<file path="config.mk">
export PLATFORM = sky130hd
export DESIGN_NAME = spi_mem_cmd_if
export DESIGN_NICKNAME = d
export VERILOG_FILES = /design/src/rtl/spi_mem_pkg.sv /design/src/rtl/spi_link_sync.sv /design/src/rtl/spi_cmd_fsm.sv /design/src/rtl/spi_tx_shift.sv /design/src/rtl/spi_mem_cmd_if.sv
export SDC_FILE = /design/constraint.sdc
export NUM_CORES = 1
export LEC_CHECK = 0
export BUFFER_PORTS_ARGS = -buffer_cell sky130_fd_sc_hd__buf_2
export CAP_MARGIN = 20
export CORE_ASPECT_RATIO = 0.5
export CORE_MARGIN = 2
export CORE_UTILIZATION = 29
export DETAILED_ROUTE_END_ITERATION = 6
export PLACE_DENSITY = 0.51
export SLEW_MARGIN = 20
export SYNTH_ARGS = -nofsm -noshare
export SYNTH_HDL_FRONTEND = slang
export SYNTH_HIERARCHICAL = 1
export SYNTH_SLANG_ARGS = --single-unit
export TNS_END_PERCENT = 1
</file>
<file path="constraint.sdc">
create_clock -name clk -period 5.1 [get_ports clk]
set_input_delay 1.02 -clock clk [delete_from_list [all_inputs] [get_ports clk]]
set_output_delay 1.02 -clock clk [all_outputs]
set_load 0.02 [all_outputs]
</file>
<file path="src/rtl/spi_mem_pkg.sv">
package spi_mem_pkg;
  localparam int BYTE_W = 8;

  localparam logic [BYTE_W-1:0] OP_ARM     = 8'h06;
  localparam logic [BYTE_W-1:0] OP_DISARM  = 8'h04;
  localparam logic [BYTE_W-1:0] OP_STAT_RD = 8'h05;
  localparam logic [BYTE_W-1:0] OP_STAT_WR = 8'h01;
  localparam logic [BYTE_W-1:0] OP_ARR_RD  = 8'h03;
  localparam logic [BYTE_W-1:0] OP_ARR_WR  = 8'h02;

  typedef enum logic [2:0] {
    PH_OPC,
    PH_ADDR_HI,
    PH_ADDR_LO,
    PH_ARRAY,
    PH_STATUS,
    PH_SINK
  } phase_t;
endpackage

</file>
<file path="src/rtl/spi_link_sync.sv">
module spi_link_sync (
  input  logic clk,
  input  logic rst,
  input  logic sck,
  input  logic cs_n,
  input  logic hold_n,
  output logic sel,
  output logic paused,
  output logic rise,
  output logic fall
);
  logic sck_q;
  logic cs_q;

  always_ff @(posedge clk) begin
    if (rst) begin
      sck_q  <= 1'b0;
      cs_q   <= 1'b0;
      sel    <= 1'b0;
      paused <= 1'b0;
    end else begin
      sck_q <= sck;
      cs_q  <= cs_n;
      if (cs_n)      sel <= 1'b0;
      else if (cs_q) sel <= 1'b1;
      if (cs_n || !sel) paused <= 1'b0;
      else if (!sck)    paused <= !hold_n;
    end
  end

  always_comb begin
    rise = sel && !cs_n && !paused && sck && !sck_q;
    fall = sel && !cs_n && !paused && !sck && sck_q;
  end
endmodule

</file>
<file path="src/rtl/spi_cmd_fsm.sv">
module spi_cmd_fsm
  import spi_mem_pkg::*;
#(
  parameter int ADDR_W = 14
) (
  input  logic              clk,
  input  logic              rst,
  input  logic              sel,
  input  logic              rise,
  input  logic              si,
  output phase_t            phase,
  output logic [2:0]        bit_idx,
  output logic [ADDR_W-1:0] rd_addr,
  output logic              arm_stb,
  output logic              disarm_stb,
  output logic              stat_wr_stb,
  output logic              arr_wr_stb
);
  localparam int HI_KEEP = ADDR_W - BYTE_W;
  localparam logic [ADDR_W-1:0] ONE = {{(ADDR_W-1){1'b0}}, 1'b1};

  logic [BYTE_W-2:0] sh;
  logic [HI_KEEP-1:0] addr_hi;
  logic [BYTE_W-1:0] byte_in;
  logic last;

  always_comb begin
    byte_in = {sh, si};
    last    = (bit_idx == 3'd7);
  end

  always_ff @(posedge clk) begin
    if (rst) begin
      rd_addr <= '0;
      addr_hi <= '0;
      sh      <= '0;
    end else if (sel && rise) begin
      sh <= byte_in[BYTE_W-2:0];
      if (last && phase == PH_ADDR_HI) addr_hi <= byte_in[HI_KEEP-1:0];
      if (last && phase == PH_ADDR_LO) rd_addr <= {addr_hi, byte_in};
      if (last && phase == PH_ARRAY)   rd_addr <= rd_addr + ONE;
    end
  end

  always_ff @(posedge clk) begin
    if (rst || !sel) begin
      phase       <= PH_OPC;
      bit_idx     <= 3'd0;
      arm_stb     <= 1'b0;
      disarm_stb  <= 1'b0;
      stat_wr_stb <= 1'b0;
      arr_wr_stb  <= 1'b0;
    end else begin
      arm_stb     <= 1'b0;
      disarm_stb  <= 1'b0;
      stat_wr_stb <= 1'b0;
      arr_wr_stb  <= 1'b0;
      if (rise) begin
        bit_idx <= bit_idx + 3'd1;
        if (last) begin
          case (phase)
            PH_OPC: begin
              case (byte_in)
                OP_ARR_RD:  phase <= PH_ADDR_HI;
                OP_STAT_RD: phase <= PH_STATUS;
                OP_ARM:     begin arm_stb     <= 1'b1; phase <= PH_SINK; end
                OP_DISARM:  begin disarm_stb  <= 1'b1; phase <= PH_SINK; end
                OP_STAT_WR: begin stat_wr_stb <= 1'b1; phase <= PH_SINK; end
                OP_ARR_WR:  begin arr_wr_stb  <= 1'b1; phase <= PH_SINK; end
                default:    phase <= PH_SINK;
              endcase
            end
            PH_ADDR_HI: phase <= PH_ADDR_LO;
            PH_ADDR_LO: phase <= PH_ARRAY;
            default:    phase <= phase;
          endcase
        end
      end
    end
  end


  addr_step_chk: assert property (@(posedge clk) disable iff (rst)
    (phase == PH_ARRAY && $past(phase) == PH_ARRAY) |->
      (rd_addr == $past(rd_addr) || rd_addr == $past(rd_addr) + ONE));


  stb_after_edge_chk: assert property (@(posedge clk) disable iff (rst)
    (arm_stb || disarm_stb || stat_wr_stb || arr_wr_stb) |-> $past(rise));
endmodule

</file>
<file path="src/rtl/spi_tx_shift.sv">
module spi_tx_shift
  import spi_mem_pkg::*;
(
  input  logic              clk,
  input  logic              rst,
  input  logic              cs_n,
  input  logic              fall,
  input  logic              tx_phase,
  input  logic [2:0]        bit_idx,
  input  logic [BYTE_W-1:0] src,
  output logic              so,
  output logic              oe
);
  logic [BYTE_W-1:0] sh;

  always_ff @(posedge clk) begin
    if (rst) begin
      so <= 1'b0;
      sh <= '0;
      oe <= 1'b0;
    end else if (cs_n) begin
      oe <= 1'b0;
    end else if (fall && tx_phase) begin
      oe <= 1'b1;
      if (bit_idx == 3'd0) begin
        so <= src[BYTE_W-1];
        sh <= {src[BYTE_W-2:0], 1'b0};
      end else begin
        so <= sh[BYTE_W-1];
        sh <= {sh[BYTE_W-2:0], 1'b0};
      end
    end
  end


  cs_release_chk: assert property (@(posedge clk) disable iff (rst)
    cs_n |=> !oe);


  oe_phase_chk: assert property (@(posedge clk) disable iff (rst)
    oe |-> tx_phase);
endmodule

</file>
<file path="src/rtl/spi_mem_cmd_if.sv">
module spi_mem_cmd_if
  import spi_mem_pkg::*;
#(
  parameter int ADDR_W = 14
) (
  input  logic              clk,
  input  logic              rst,
  input  logic              sck,
  input  logic              cs_n,
  input  logic              si,
  input  logic              hold_n,
  output logic              so,
  output logic              so_oe,
  output logic [ADDR_W-1:0] rd_addr,
  input  logic [BYTE_W-1:0] rd_data,
  input  logic [BYTE_W-1:0] status_in,
  output logic              arm_stb,
  output logic              disarm_stb,
  output logic              stat_wr_stb,
  output logic              arr_wr_stb
);
  logic sel, paused, rise, fall;
  phase_t phase;
  logic [2:0] bit_idx;
  logic tx_phase;
  logic oe_q;
  logic [BYTE_W-1:0] tx_src;

  spi_link_sync u_sync (
    .clk(clk), .rst(rst), .sck(sck), .cs_n(cs_n), .hold_n(hold_n),
    .sel(sel), .paused(paused), .rise(rise), .fall(fall)
  );

  spi_cmd_fsm #(.ADDR_W(ADDR_W)) u_fsm (
    .clk(clk), .rst(rst), .sel(sel), .rise(rise), .si(si),
    .phase(phase), .bit_idx(bit_idx), .rd_addr(rd_addr),
    .arm_stb(arm_stb), .disarm_stb(disarm_stb),
    .stat_wr_stb(stat_wr_stb), .arr_wr_stb(arr_wr_stb)
  );

  always_comb begin
    tx_phase = (phase == PH_ARRAY) || (phase == PH_STATUS);
    tx_src   = (phase == PH_STATUS) ? status_in : rd_data;
    so_oe    = oe_q && !paused;
  end

  spi_tx_shift u_tx (
    .clk(clk), .rst(rst), .cs_n(cs_n), .fall(fall), .tx_phase(tx_phase),
    .bit_idx(bit_idx), .src(tx_src), .so(so), .oe(oe_q)
  );


  pause_freeze_chk: assert property (@(posedge clk) disable iff (rst)
    paused |=> $stable(so));
endmodule

</file>
==> results.yml <==
clock_network:
  root_buffer: "clkbuf_16"
  clk_pin_slew_ps: 60
  htree_num_levels: 2
  cts_tree: "done"
  cts.hold.buffers_added: 0
  clockBufferDepth: 2
  postCtsResizedCells: 0
  post-cts-setup-buffers: 0
  clkSinkCount: 50
  clk_latency_ps: 290
  cts_made_buffers: 5
critical_path:
  crit_type: "in -> reg"
  reg2reg_to: "u_fsm/rd_addr[10]"
  worstSetupStartpointType: "input pin"
  regToRegSetupSlack_ps: 2590
  worstRegToRegCells: 7
  worstSetupEndpointType: "flop"
  critical_path_peak_fanout: 20
  r2r_start: "u_sync/sel"
  cp_data_arrival_time_ps: 3140
  required_ps: 5270
sta:
  setup_tns_ps: 0
  period_minus_slack_ps: 2970
  skew_ps: 4.72
  slew_headroom_pct: 44.1
  rsz0062_at_grt: "no"
  max_freq_mhz: 336
  setup_viol: 0
  worst_slack_ps: 2130
  tightest_slew_ps: 839
  finalCritPeriodShare_pct: 58.3
  final_max_slew_viol_count: 0
  final-hold-violation-count: 0
placed_design:
  io_buffers: 41
  place_ws_ps: 1820
  globalplace.congestion: 0.867
  dp_hpwl_mm: 4.29
floorplanning:
  dieHeight_um: 69.8
  io_pins: 42
  coreArea_um2: 8200
  start_util_pct: 30.6
  row_count: 23
  die_width_um: 136
  die_area_um2: 9460
worst_hold_path:
  holdPathStages: 2
  min-delay-start: "u_sync/cs_q"
  min_delay_worst_endpoint: "u_sync/sel"
  min_path_type: "reg -> reg"
global_route:
  grt_max_degree: 42
  antenna_found_initial: 0
  grt_usage_pct: 13.3
  grt-ovfl-total: 0
  first_global_vias: 2039
  grt_pass1_wl_mm: 10.1
pwr:
  vdd_ir_drop_max_mv: 0.104
  p_leak_nw: 1.15
  power.density_nw_per_um2: 266
yosys:
  synth_area_um2: 2510
  netlist.top_cell.by_area: "dfxtp_1"
  synth_area_leaders: "dfxtp_1 40%, mux2i_1 7.6%, a21oi_1 4.2%"
  synthDistinctLibCells: 54
  netlist_instances: 279
  synth_edf_count: 0
  yosysMostFrequentCell: "dfxtp_1"
  ys_warn_count: 6
  synth_seq_cells: 50
  syn_nets: 304
  synth_seq_area_share_pct: 39.9
  synth_top_area_share_pct: 39.9
  synth_commonest_cells: "50 x dfxtp_1, 28 x nand2_1, 28 x nor2_1"
  avgSynthCellArea_um2: 9.00
  ys.flop_type: "dfxtp_1"
  async_flop_share_pct: 0
layout:
  syn2layout_area_growth_pct: 17.0
  finalNetCount: 336
  diodes: 0
  drive_gt1_share_pct: 23.1
route:
  routed-via-count: 2120
  routed_wl_mm: 6.07
  drt_iter0_drc: 134
  drt-pass1-iter-count: 4
  postRouteAntennaNets: 0
  route.detailed.drc: 0
  via_per_inst: 5.00
  wl_per_cell_um: 14.3
run:
  cap_violations: 0
run_status:
  outcome: "completed"
report_power, final:
group	leakage [nW]	internal (mW)	switching (mW)
sequential	0.403	0.392	0.000897
clock	0.0832	0.222	0.142
combinational	0.659	0.0114	0.0130
state kept, by name, indices dropped and copies added (netlist names):
register / cells
u_fsm/rd_addr: 14
u_fsm/sh: 7
u_tx/sh: 7
u_fsm/addr_hi: 6
u_fsm/bit_idx: 3
u_fsm/phase: 3
u_fsm/arm_stb: 1
u_fsm/arr_wr_stb: 1
u_fsm/disarm_stb: 1
u_fsm/stat_wr_stb: 1
u_sync/cs_q: 1
u_sync/paused: 1
u_sync/sck_q: 1
u_sync/sel: 1
u_tx/oe: 1
u_tx/so: 1
how the worst max path moves through the flow:
stage                     from                 to  slack, ps  cells past startpoint
after detailed placement  cs_n  u_fsm/rd_addr[10]       1820                      8
after global routing      cs_n   u_fsm/rd_addr[9]       1930                      8
after CTS                 cs_n  u_fsm/rd_addr[10]       2160                      8
after global placement    cs_n  u_fsm/rd_addr[10]       1850                      8
final                     cs_n  u_fsm/rd_addr[10]       2130                      8
after floorplan           cs_n   u_fsm/addr_hi[0]       2490                      8
critical path, cell delays in order:
cell,delay [ps]
buf_2,120
nand2b_4,150
nor4b_1,250
buf_4,220
and2_0,550
and2_4,410
nor2_1,60
a2111oi_0,350
cell type report:
type	count	area, µm²
Multi-Input combinational cell	209	1410
Fill cell	833	5260
Timing Repair Buffer	42	213
Sequential cell	50	1000
Clock buffer	8	166
Tap cell	112	140
Inverter	3	11.3
metrics by stage:
step	instances	utilization (%)	hold WS [ps]	power [mW]	instance area [µm²]
floorplan	279	-	438	0.414	2510
global placement	416	33.8	452	0.425	2770
detailed placement	416	33.8	460	0.426	2770
CTS	424	35.8	473	0.793	2940
global route	424	35.8	503	0.813	2940
finish	424	35.8	471	0.781	2940
routing by layer:
layer  vias up  track usage [%]  part of all wire, %
met5         -                0                    0
met4         0             4.51                  1.3
met3         8             3.22                  5.5
met2        62             20.3                   43
met1       964             18.4                   50
li1       1086                -                    -
layout by cell type, fill, tap and decap left out, types with 2 or more instances in the layout:
master,instances
mux2_2,8
buf_2,41
clkbuf_8,3
nor2_1,28
nand2_1,28
nand4_1,3
mux2i_1,19
nand4b_1,2
o21ai_0,7
dfxtp_1,50
or4_1,3
nor4_1,6
nand2b_1,5
a211oi_1,5
a31oi_1,3
o22ai_1,3
nor2b_1,4
and3b_1,3
o211a_1,2
a211oi_2,8
nor4b_1,3
inv_1,3
ha_1,3
nand3_1,9
nor3_1,9
a21oi_1,21
a311oi_1,2
clkbuf_16,5
kinds of logic after synthesis:
group	Yosys count	synth area share (%)
adders and majority gates	3	1.50
and+or+nand+nor	117	25.5
buffers and inverters	20	4.09
xor gates and xnor gates	1	0.349
muxes	27	11.2
DFF	50	39.9
AOI/OAI and AO/OA	61	17.5
Note: power is estimated with default switching activity, not from simulation.
